<file path="src/rtl/fl_pkg.sv">
package fl_pkg;

    localparam int TO_W     = 7;
    localparam int SHIFT    = 3;
    localparam int MIN_TO   = 3;
    localparam int NUM_SW   = 2;
    localparam int ICP_W    = 2;
    localparam int CNT_W    = TO_W + SHIFT;

    typedef enum logic [ICP_W-1:0] {
        ICP_NOM  = 2'b00,
        ICP_X4   = 2'b01,
        ICP_X7   = 2'b10,
        ICP_X9   = 2'b11
    } icp_e;

    typedef struct packed {
        logic timer_mode;
        logic static_bit;
    } sw_cfg_t;

    function automatic logic [TO_W-1:0] clamp_timeout(input logic [TO_W-1:0] raw);
        if (raw < TO_W'(MIN_TO))
            return TO_W'(MIN_TO);
        return raw;
    endfunction

    function automatic logic [CNT_W-1:0] window_len(input logic [TO_W-1:0] raw);
        return {clamp_timeout(raw), {SHIFT{1'b0}}};
    endfunction

endpackage

</file>
<file path="src/rtl/fl_timer.sv">
module fl_timer
    import fl_pkg::*;
(
    input  logic             clk,
    input  logic             rst,
    input  logic             load_i,
    input  logic             arm_i,
    input  logic             tick_i,
    input  logic [TO_W-1:0]  timeout_i,
    output logic             active_o,
    output logic             active_next_o
);

    localparam logic [CNT_W-1:0] MAX_CNT = CNT_W'(((1 << TO_W) - 1) << SHIFT);

    logic [CNT_W-1:0] cnt_q;
    logic [CNT_W-1:0] cnt_d;

    // Load wins over a simultaneous tick; a disarmed load closes the window.
    always_comb begin
        cnt_d = cnt_q;
        if (load_i) begin
            cnt_d = arm_i ? window_len(timeout_i) : '0;
        end else if (tick_i && (cnt_q != '0)) begin
            cnt_d = cnt_q - CNT_W'(1);
        end
    end

    always_ff @(posedge clk) begin
        if (rst) cnt_q <= '0;
        else     cnt_q <= cnt_d;
    end

    assign active_o      = (cnt_q != '0);
    assign active_next_o = (cnt_d != '0);

    // the counter never holds a value outside the programmable range
    assert_cnt_range_R3: assert property (@(posedge clk) disable iff (rst)
        cnt_q <= MAX_CNT);

    // an accepted tick removes exactly one from the remaining count
    assert_tick_step_R3: assert property (@(posedge clk) disable iff (rst)
        (!load_i && tick_i && cnt_q != '0) |=> (cnt_q == $past(cnt_q) - CNT_W'(1)));

    // without tick or load the remaining count holds
    assert_idle_hold_R3: assert property (@(posedge clk) disable iff (rst)
        (!load_i && !tick_i) |=> $stable(cnt_q));

    // an armed load always restarts at the full clamped length
    assert_reload_R9: assert property (@(posedge clk) disable iff (rst)
        (load_i && arm_i) |=> (cnt_q ==
            (($past(timeout_i) < TO_W'(MIN_TO)) ? CNT_W'(MIN_TO) << SHIFT
                                                : CNT_W'($past(timeout_i)) << SHIFT)));

endmodule

</file>
<file path="src/rtl/fl_pin_drive.sv">
module fl_pin_drive
    import fl_pkg::*;
(
    input  logic    clk,
    input  logic    rst,
    input  sw_cfg_t cfg_i,
    input  logic    active_next_i,
    output logic    pull_o
);

    logic pull_d;

    always_comb begin
        if (cfg_i.timer_mode) pull_d = active_next_i;
        else                  pull_d = ~cfg_i.static_bit;
    end

    always_ff @(posedge clk) begin
        if (rst) pull_o <= 1'b0;
        else     pull_o <= pull_d;
    end

endmodule

</file>
<file path="src/rtl/fl_icp_sel.sv">
module fl_icp_sel
    import fl_pkg::*;
(
    input  logic             clk,
    input  logic             rst,
    input  logic [ICP_W-1:0] code_i,
    input  logic             active_next_i,
    output icp_e             icp_o
);

    icp_e icp_d;

    always_comb begin
        icp_d = active_next_i ? icp_e'(code_i) : ICP_NOM;
    end

    always_ff @(posedge clk) begin
        if (rst) icp_o <= ICP_NOM;
        else     icp_o <= icp_d;
    end

endmodule

</file>
<file path="src/rtl/fastlock_ctrl.sv">
module fastlock_ctrl
    import fl_pkg::*;
(
    input  logic              clk,
    input  logic              rst,
    input  logic              load_i,
    input  logic              tick_i,
    input  logic [TO_W-1:0]   timeout_i,
    input  logic [NUM_SW-1:0] fl_mode_i,
    input  logic [NUM_SW-1:0] sw_static_i,
    input  logic [ICP_W-1:0]  icp_code_i,
    output logic [NUM_SW-1:0] sw_pull_o,
    output logic [ICP_W-1:0]  icp_eff_o,
    output logic              fl_active_o
);

    logic arm;
    logic active_next;
    icp_e icp_q;

    assign arm = |fl_mode_i;

    fl_timer u_timer (
        .clk           (clk),
        .rst           (rst),
        .load_i        (load_i),
        .arm_i         (arm),
        .tick_i        (tick_i),
        .timeout_i     (timeout_i),
        .active_o      (fl_active_o),
        .active_next_o (active_next)
    );

    for (genvar g = 0; g < NUM_SW; g++) begin : g_pin
        sw_cfg_t cfg;
        assign cfg.timer_mode = fl_mode_i[g];
        assign cfg.static_bit = sw_static_i[g];

        fl_pin_drive u_pin (
            .clk           (clk),
            .rst           (rst),
            .cfg_i         (cfg),
            .active_next_i (active_next),
            .pull_o        (sw_pull_o[g])
        );

        // a timer-mode pin pulls low exactly while the window is open
        assert_sw_timer_R4: assert property (@(posedge clk) disable iff (rst)
            fl_mode_i[g] |=> (sw_pull_o[g] == fl_active_o));

        // a static-mode pin follows the inverse of its switch bit
        assert_sw_static_R5: assert property (@(posedge clk) disable iff (rst)
            !fl_mode_i[g] |=> (sw_pull_o[g] == !$past(sw_static_i[g])));
    end

    fl_icp_sel u_icp (
        .clk           (clk),
        .rst           (rst),
        .code_i        (icp_code_i),
        .active_next_i (active_next),
        .icp_o         (icp_q)
    );

    assign icp_eff_o = icp_q;

    // nominal current whenever no window is open
    assert_icp_idle_R7: assert property (@(posedge clk) disable iff (rst)
        !fl_active_o |-> (icp_eff_o == ICP_NOM));

    // boosted code tracks the programmed code during the window
    assert_icp_boost_R6: assert property (@(posedge clk) disable iff (rst)
        fl_active_o |-> (icp_eff_o == $past(icp_code_i)));

    // a load with no mode bit set leaves the window closed
    assert_disarm_R10: assert property (@(posedge clk) disable iff (rst)
        (load_i && !arm) |=> !fl_active_o);

    // an armed load opens the window on the next edge
    assert_arm_open_R2: assert property (@(posedge clk) disable iff (rst)
        (load_i && arm) |=> fl_active_o);

endmodule

</file>
<file path="config.mk">
export PLATFORM = sky130hd
export DESIGN_NAME = fastlock_ctrl
export DESIGN_NICKNAME = d
export VERILOG_FILES = /design/src/rtl/fl_pkg.sv /design/src/rtl/fl_timer.sv /design/src/rtl/fl_pin_drive.sv /design/src/rtl/fl_icp_sel.sv /design/src/rtl/fastlock_ctrl.sv
export SDC_FILE = /design/constraint.sdc
export NUM_CORES = 1
export LEC_CHECK = 0
export ABC_AREA = 0
export CORE_UTILIZATION = 51
export DETAILED_ROUTE_END_ITERATION = 8
export GPL_ROUTABILITY_DRIVEN = 0
export GPL_TIMING_DRIVEN = 0
export PLACE_DENSITY_LB_ADDON = 0.3
export SLEW_MARGIN = 0
export SYNTH_ARGS = -nofsm -noshare
export SYNTH_HDL_FRONTEND = slang
export SYNTH_HIERARCHICAL = 1
export SYNTH_SLANG_ARGS = --single-unit
</file>
<file path="constraint.sdc">
create_clock -name clk -period 4.1 [get_ports clk]
set_input_delay 0.41 -clock clk [delete_from_list [all_inputs] [get_ports clk]]
set_output_delay 0.41 -clock clk [all_outputs]
set_load 0.01 [all_outputs]
</file>
# --- Word-level counts from Yosys, hierarchy flattened ---
# Index checks and enable logic that the tools add are counted.
word_totals:
  reg_bits: 14
  output_inout_bits: 5
  wordCells: 23
  in_bits: 17
classes:
  n_reduce_logical: 5
  bitwise_logic: 3
  magnitude_cmp: 1
  addsub: 1
  n_mux: 9
ops:
  columns: ["op", "count"]
  rows:
  - ["$mux 10", 3]
  - ["$reduce_bool 10->1", 2]
  - ["$mux 7", 2]
  - ["$sub 10x1->10 const B", 1]
  - ["$lt 7x2->1 const B", 1]
  - ["$mux 1", 4]
  - ["$reduce_or 2->1", 2]
  - ["$not 1->1", 3]
  - ["$logic_and 1x1->1", 1]

# --- Depth between registers and ports, before layout ---
# Gate-level depths: netlist of run 1.
logic_depth:
  ltp_word: 9
  mapped_depth: 10
  mapped_depth_nobuf: 9

# --- By module ---
# The synthesis of run 1 kept the hierarchy.
modules_own_cells:
  columns: ["module", "seq_area_each_um2", "area_each_um2", "cells_per_inst", "instances"]
  rows:
  - ["fl_timer", 200.2, 726.9, 96, 1]
  - ["fl_pin_drive", 20.0, 38.8, 4, 2]
  - ["fl_icp_sel", 40.0, 57.6, 4, 1]
  - ["fastlock_ctrl", 0.0, 6.3, 1, 1]

# --- Worst setup path after synthesis of run 1 ---
# No wires, ideal clock.
synth_timing:
  path_kind: "register to register"
  start: "register u_timer.cnt_q[0]"
  end: "register u_icp.icp_o[0]"
  path_buffers: 0
  slack_ps: 1908
  synth_period_minus_slack_ps: 2192
  setup_time_ps: 115
  stages_incl_launch_ff: 9
  required_time_ps: 3985
  t_arrival_ps: 2076
  cell_sequence: "dfxtp_1 -> inv_1 -> ha_1 -> or2b_2 -> o31a_1 -> or3_1 -> a221oi_2 -> nand4_1 -> and3b_1"
synth_via:
  elab_chain_len: 7
  elab_cells_between_ends: 8
  cone_classes: "add/sub (1); mux (2); bitwise (1); reduce/logical (4)"
synth_rtl:
  columns: ["item", "line_no", "text"]
  rows:
  - ["from (decl)", "fl_timer.sv:16", "logic [CNT_W-1:0] cnt_q;"]
  - ["from (signal assigned)", "fl_timer.sv:31", "else cnt_q <= cnt_d;"]
  - ["branches (longest 2 deep; another with $sub 10x1->10)", null, null]
  - ["$mux 10 *", "fl_timer.sv:24", "end else if (tick_i && (cnt_q != '0)) begin"]
  - ["$mux 10 *", "fl_timer.sv:22", "if (load_i) begin"]
  - ["$reduce_bool 10->1 *", "fl_timer.sv:35", "assign active_next_o = (cnt_d != '0);"]
  - ["net active_next", "fastlock_ctrl.sv:18", "logic active_next;"]
  - ["$not 1->1 (no source line) *", null, null]
  - ["$reduce_or 2->1 (no source line) *", null, null]
  - ["to (signal assigned)", "fl_icp_sel.sv:19", "else icp_o <= icp_d;"]
  - ["to (decl)", "fl_icp_sel.sv:8", "output icp_e icp_o"]
# Mark *: on every way through the listed nets, which the timed path passes.
# A chain may end at the register's enable or synchronous reset.

# --- Worst setup path in the final report of run 1 ---
layout_timing:
  start: "register u_timer.cnt_q[4]"
  end: "output port fl_active_o"
layout_via:
  elab_chain_len: 1
layout_rtl:
  columns: ["item", "line_no", "text"]
  rows:
  - ["$reduce_bool 10->1", "fl_timer.sv:34", "assign active_o = (cnt_q != '0);"]
  - ["to (decl)", "fastlock_ctrl.sv:14", "output logic fl_active_o"]
# No other way between the ends.

==> results of run 1 <==
-- per-stage QoR --
| step | setup slack (ns) | util (%) | instance area [µm²] | hold slack, ns | total power (µW) |
|---|---|---|---|---|---|
| 6_report | 1.358 | 73.62 | 1135 | 0.5706 | 385.2 |
| 5_1_grt | 1.132 | 73.62 | 1135 | 0.6291 | 407.8 |
| 4_1_cts | 1.357 | 73.62 | 1135 | 0.5697 | 386.0 |
| 3_5_place_dp | 1.438 | 71.27 | 1099 | 0.5581 | 281.3 |
| 3_3_place_gp | 1.479 | 71.27 | 1099 | 0.5222 | 277.1 |
| 2_1_floorplan | 1.908 | - | 868.3 | 0.4724 | 236.1 |
-- worst min-delay path by stage --
stage / start / end / slack [ns] / cells past startpoint
final: u_timer/cnt_q[1]$_SDFF_PP0_ / u_timer/cnt_q[1]$_SDFF_PP0_ / 0.57 / 2
after global routing: u_timer/cnt_q[1]$_SDFF_PP0_ / u_timer/cnt_q[1]$_SDFF_PP0_ / 0.63 / 2
after CTS: u_timer/cnt_q[1]$_SDFF_PP0_ / u_timer/cnt_q[1]$_SDFF_PP0_ / 0.57 / 2
after detailed placement: u_timer/cnt_q[1]$_SDFF_PP0_ / u_timer/cnt_q[1]$_SDFF_PP0_ / 0.56 / 2
after global placement: u_timer/cnt_q[1]$_SDFF_PP0_ / u_timer/cnt_q[1]$_SDFF_PP0_ / 0.52 / 2
after floorplan: rst / g_pin[0].u_pin/pull_o$_SDFF_PP0_ / 0.47 / 1
-- registers in the layout, indices dropped and copies added (netlist names) --
register and cells:
g_pin.u_pin/pull_o 2, u_icp/icp_o 2, u_timer/cnt_q 10
-- worst reg2reg max path, delay by kind of cell (launching register included) --
family | cells | cell delay, ns
AOI/OAI and AO/OA | 2 | 0.53
DFF | 1 | 0.37
and+or+nand+nor | 3 | 1.51
xor gates and xnor gates | 1 | 0.22
-- kinds of logic after synthesis --
kind of cell             after synthesis  share of synthesized area [%]
AO/OA/AOI/OAI                         34                          27.67
XOR/XNOR                               2                          2.018
adder cells (fa/ha/maj)                1                          1.441
buffers and inverters                  9                          3.890
flip-flops                            14                          32.28
AND/OR/NAND/NOR                       49                          32.71
-- layer usage --
metal	up-vias	GRT usage, %	share of wire (%)
li1	465	-	-
met1	441	36.29	43
met2	56	43.28	47
met3	6	5.532	8.2
met4	0	12.73	1.8
met5	-	0	0
-- power by group through the flow --
stage / logic, µW / clock network (µW) / registers, µW
floorplan: 76.9 / 0 / 159
global placement: 118 / 0 / 159
detailed placement: 121 / 0 / 160
CTS: 123 / 106 / 157
global route: 137 / 113 / 159
finish: 126 / 102 / 157
-- layout by cell type, fill, tap and decap left out, types with 3 or more instances in the layout --
cell type        count
a21oi_1              9
a31oi_1              4
and3b_1              3
clkbuf_1             3
clkbuf_4             3
clkdlybuf4s50_1     21
dfxtp_1             14
inv_1                5
nand2_1              3
nand2b_1             3
nand3_1              6
nor2_1              11
nor3_1               7
o21ai_0              4
or2_1                3
-- final cells by class --
class                      instances  area (µm²)
clock buffer                       4       36.28
tap                               16       20.02
sequential                        14       280.3
fill                             124       406.6
multi-input combinational         86       554.3
inverter                           5       18.77
timing repair buffer              21       210.2
buffer                             4       15.01
==> reports/metrics.csv, run 1 <==
stage,metric,value,unit
run_status,status,"complete, no violations",
synthesis,Syn Inst Count,109,
worst_setup_path,slowest CP cell,nor4_1,
placed_design,placed cells,146,
worst_setup_path,Startpoint Class,flip-flop,
global_routing,grt ovf,0,
detailed_routing,Vias/cell,6.453,
pwr,NetSw,123.4,µW
global_routing,initial antenna violation count,0,
worst_setup_path,worst r2r src,u_timer/cnt_q[4]$_SDFF_PP0_,
detailed_routing,DR WL/cell,15.04,µm
worst_setup_path,worst stage delay on the critical path,1.01,ns
floorplanning,Starting Density,56.33,%
pwr,Clock Power Share,26.5,%
sta,Final Cycle Share,66.88,%
floorplanning,Cell Rows,14,
detailed_routing,DR pass1 iterations,4,
placed_design,Detail Placement HPWL,1669,µm
sta,Worst Clk Skew,0.0004761,ns
finish,layout cells sized above 1,8.209,%
global_routing,GRT Total Usage,27.70,%
synthesis,Async SR Flop Fraction,0,%
worst_setup_path,"Arr. time, crit path",2.33,ns
cts,clock-pin slew on the worst setup and hold paths,0.09,ns
detailed_routing,DRC violations left,0,
finish,area growth from synthesis to layout,30.69,%
floorplanning,Boundary Pins,22,
worst_setup_path,CP required,3.69,ns
finish,# diodes,0,
global_routing,global-route wire length before repair,3801,µm
synthesis,post-synthesis net count,127,
worst_hold_path,Worst Hold Class,flip-flop to flip-flop,
sta,Final Slew Violations,0,
synthesis,Post-Syn Area,868.3,µm²
worst_setup_path,crit-path max FO,8,
synthesis,Synth Area per Inst,7.966,µm²
worst_setup_path,Crit path max-delay family,simple AND/OR/NAND/NOR gates,
synthesis,sequential area share after synthesis,32.28,%
sta,fin crit period,2.742,ns
floorplanning,Die W,43.26,µm
detailed_routing,initial drt markers,54,
floorplanning,Core Area,1541,µm²
synthesis,largest area contributor in the synthesized netlist,dfxtp_1,
sta,Max Freq,364.7,MHz
worst_setup_path,crit path from,u_timer/cnt_q[4]$_SDFF_PP0_,
finish,fin nets,153,
cts,total CTS buffers,3,
cts,CTS tree,done,
cts,Max Root-Sink Buffers,2,
worst_setup_path,R2R cell count,6,
pwr,switch share,32.04,%
cts,post-CTS setup buffer count,0,
synthesis,#FFs+latches synth,14,
cts,Max H-tree Level,1,
worst_setup_path,reg2reg setup slack,1.38,ns
cts,worst skew pair latency,0.28,ns
synthesis,Yosys top cell area share,32.28,%
sta,RSZ-0062 raised after global routing,no,
synthesis,synth cell count leaders,"14 x dfxtp_1, 11 x nor2_1, 9 x a21oi_1, 7 x nor3_1, 6 x nand3_1",
pwr,Pwr per Cell Area,339.4,nW/µm²
pwr,Comb power frac,32.6,%
cts,cts hold-fix bufs,0,
detailed_routing,final WL,2256,µm
worst_setup_path,CP Capture Type,primary output,
synthesis,YS warnings,6,
sta,endpoints failing setup,0,
worst_setup_path,Crit Reg-Reg Endpoint,u_icp/icp_o[1]$_SDFF_PP0_,
global_routing,vias in the first global route,869,
cts,CTS Root Cell,clkbuf_4,
sta,Worst-Margin Slew,1.180,ns
sta,Final Hold Fails,0,
synthesis,top_reg_cell synth,dfxtp_1,
synthesis,post-synth cell types,41,
synthesis,"count leader, synth",dfxtp_1,
detailed_routing,Antenna Nets Post-Route,0,
floorplanning,die area,1871,µm²
worst_setup_path,worst setup path end,fl_active_o,
job,max cap viols,0,
sta,relative slew slack,20.60,%
worst_setup_path,critical path depth,3,
synthesis,"top cells by area, synth","dfxtp_1 32%, a21oi_1 5.2%, nor2_1 4.8%, nor3_1 4.0%, nand3_1 3.5%",
finish,number of non-filler instances in the completed layout,150,
worst_setup_path,CP Cell Sequence,nor4_1 -> nand3_1 -> clkdlybuf4s50_1,
worst_setup_path,crit path buf inv count,1,
pwr,Leak,0.0004202,µW
worst_setup_path,"Worst Path Class, Setup",flip-flop to primary output,
cts,clk sinks,14,
global_routing,maximum number of pins on one net before global-route repair,11,
pwr,Flop pwr share,40.9,%
placed_design,IO Port Bufs,21,
sta,setup TNS,0,ns
cts,Resize count post-CTS,0,
detailed_routing,vias,968,
pwr,internal power,261.7,µW
pwr,Max rail drop VDD,0.0002959,V
floorplanning,Die Height,43.26,µm
synthesis,number of synthesized flops with an enable pin,0,
No activity file was read; power rests on OpenSTA's default activity.
==> run 2: changes to the inputs <==
- CORE_UTILIZATION: 51 -> 43
- clock period: 4.1 -> 2.5 ns (I/O delays scaled with it)
==> run 2 against run 1 <==
- flip-flop and latch count is the same
- clock skew rose by 0.0099 ns
- die area rose by 18%
- non-clock buffer count up 6
- critical endpoint is now u_icp/icp_o[1]$_SDFF_PP0_
==> reports/metrics.csv, run 2 (synthesis results as in run 1) <==
stage,metric,value,unit,change
detailed_routing,Antenna Nets Post-Route,0,,unchanged
detailed_routing,DR WL/cell,14.62,µm,-2.8%
placed_design,Detail Placement HPWL,1684,µm,+0.92%
placed_design,IO Port Bufs,21,,unchanged
run_status,status,"complete, no violations",,
worst_setup_path,"Worst Path Class, Setup",input port to flip-flop,,
cts,CTS Root Cell,clkbuf_4,,
floorplanning,die area,2203,µm²,+18%
placed_design,placed cells,155,,+6.2%
global_routing,vias in the first global route,845,,-2.8%
cts,worst skew pair latency,0.29,ns,about the same
cts,clock-pin slew on the worst setup and hold paths,0.08,ns,about the same
finish,most frequent cells in the layout,"21 x clkdlybuf4s50_1, 11 x nor2_1, 10 x dfxtp_1",,
cts,clk sinks,14,,unchanged
sta,Worst Clk Skew,0.01034,ns,+0.009859 ns
detailed_routing,final WL,2397,µm,+6.3%
worst_setup_path,Startpoint Class,input port,,
pwr,Leak,0.0004478,µW,+6.6%
floorplanning,Starting Density,48.19,%,-8.1 points
worst_hold_path,Worst Hold Class,flip-flop to flip-flop,,
floorplanning,Die Height,46.94,µm,+8.5%
finish,# diodes,0,,unchanged
global_routing,global-route wire length before repair,3539,µm,-6.9%
detailed_routing,DR pass1 iterations,4,,unchanged
finish,"most common cell after layout, fill and taps aside",clkdlybuf4s50_1,,
cts,Max H-tree Level,1,,unchanged
cts,CTS tree,done,,
sta,Worst-Margin Slew,0.6594,ns,-0.5207 ns
floorplanning,Cell Rows,15,,+1
floorplanning,Core Area,1802,µm²,+17%
global_routing,grt ovf,0,,unchanged
global_routing,initial antenna violation count,0,,unchanged
floorplanning,Boundary Pins,22,,unchanged
sta,fin crit period,2.420,ns,
cts,total CTS buffers,3,,unchanged
global_routing,maximum number of pins on one net before global-route repair,11,,unchanged
detailed_routing,DRC violations left,0,,unchanged
pwr,Pwr per Cell Area,512.0,nW/µm²,+51%
detailed_routing,Vias/cell,6.043,,-6.4%
finish,Largest Register,u_timer/cnt_q,,
finish,number of non-filler instances in the completed layout,164,,+9.3%
worst_setup_path,crit-path max FO,6,,-2
finish,layout cells sized above 1,17.27,%,+9.1 points
detailed_routing,vias,991,,+2.4%
floorplanning,Die W,46.94,µm,+8.5%
finish,max reg flops,10,,unchanged
worst_setup_path,CP required,2.69,ns,-1.00 ns
sta,Final Cycle Share,96.79,%,
worst_setup_path,"Arr. time, crit path",2.61,ns,+0.28 ns
global_routing,GRT Total Usage,23.34,%,-4.4 points
cts,cts hold-fix bufs,0,,unchanged
detailed_routing,initial drt markers,39,,-28%
pwr,Max rail drop VDD,0.0003208,V,+8.4%
worst_setup_path,CP Capture Type,flip-flop,,
finish,biggest regs,"u_timer/cnt_q x10, g_pin.u_pin/pull_o x2, u_icp/icp_o x2",,
cts,Max Root-Sink Buffers,2,,unchanged
finish,fin nets,159,,+3.9%
finish,Final Util,67.36,%,-6.3 points
sta,Final Hold Fails,0,,unchanged
sta,relative slew slack,55.67,%,+35 points
sta,Final Slew Violations,0,,unchanged
job,max cap viols,0,,unchanged
finish,area growth from synthesis to layout,39.77,%,
sta,endpoints failing setup,0,,unchanged
sta,Max Freq,413.3,MHz,
run 2: cell count changes in the layout (fill, tap and decap cells not counted):
cell and delta:
inv_2 +1, clkbuf_8 -1, nor4_2 +1, buf_4 +6, nor4_1 -1, ha_1 -1
dfxtp_2 +1, dfxtp_4 +3, or3_1 -1, dfxtp_1 -4, or3_4 +1, ha_4 +1
inv_1 -1
run 2: final cells by class:
type / count / area, µm²
sequential: 14 / 292.8
fill: 158 / 588.1
inverter: 5 / 18.77
multi-input combinational: 86 / 578.1
tap: 25 / 31.28
timing repair buffer: 27 / 255.2
buffer: 4 / 15.01
clock buffer: 3 / 22.52
run 2: power by group:
part | switching, µW | total (µW) | internal [µW]
registers | 18.8 | 259 | 241
logic | 112 | 235 | 123
clock network | 70.8 | 127 | 56.1
total | 201 | 621 | 420
run 2: worst paths after layout:
kind,from,endpoint,slack (ns),cells after the start
worst max-delay path,tick_i,u_icp/icp_o[1]$_SDFF_PP0_,0.08,7
worst min-delay path,u_timer/cnt_q[1]$_SDFF_PP0_,u_timer/cnt_q[1]$_SDFF_PP0_,0.54,2
worst max register to register,u_timer/cnt_q[3]$_SDFF_PP0_,u_icp/icp_o[1]$_SDFF_PP0_,0.11,6
worst min register to register,u_timer/cnt_q[1]$_SDFF_PP0_,u_timer/cnt_q[1]$_SDFF_PP0_,0.54,2
run 2: metal layers:
metal | part of all wire, % | track usage, % | up-vias
li1 | - | - | 478
met4 | 3.2 | 16.00 | 0
met2 | 47 | 35.56 | 60
met5 | 0 | 0 | -
met3 | 7.6 | 6.154 | 9
met1 | 42 | 28.67 | 444
run 2: what timing repair did:
action / in CTS / in global routing
buffers inserted: 0 / 6
pin swaps: 0 / 6
endpoints found under the setup margin: 4 / 4
gates cloned: 0 / 0
resized for setup: 1 / 11
run 2: worst max-delay path, cell delays in order:
cell and delay (ns):
clkdlybuf4s50_1 0.55, or4b_2 0.66, a31oi_1 0.26, xor2_1 0.10
o21ai_0 0.27, nand4_1 0.26, and3b_1 0.26
run 2: metrics by stage:
step / setup TNS, ns / instance area [µm²] / hold slack, ns / power, µW / setup WS (ns)
final: 0 / 1214 / 0.5430 / 621.4 / 0.08037
after global placement: -0.2402 / 1110 / 0.5226 / 456.5 / -0.09122
after detailed placement: -0.1799 / 1110 / 0.5387 / 460.4 / -0.06934
after global routing: -0.01413 / 1214 / 0.5580 / 655.9 / -0.01413
after CTS: 0 / 1139 / 0.5496 / 590.3 / 0.07218
after floorplan: 0 / 868.3 / 0.3124 / 387.3 / 0.3084
==> run 3: changes to the inputs <==
- CORE_MARGIN: default -> 1
- CTS_CLUSTER_DIAMETER: default -> 50
==> results of run 3 <==
The final DEF is identical to that of run 2; final timing and power are the same.
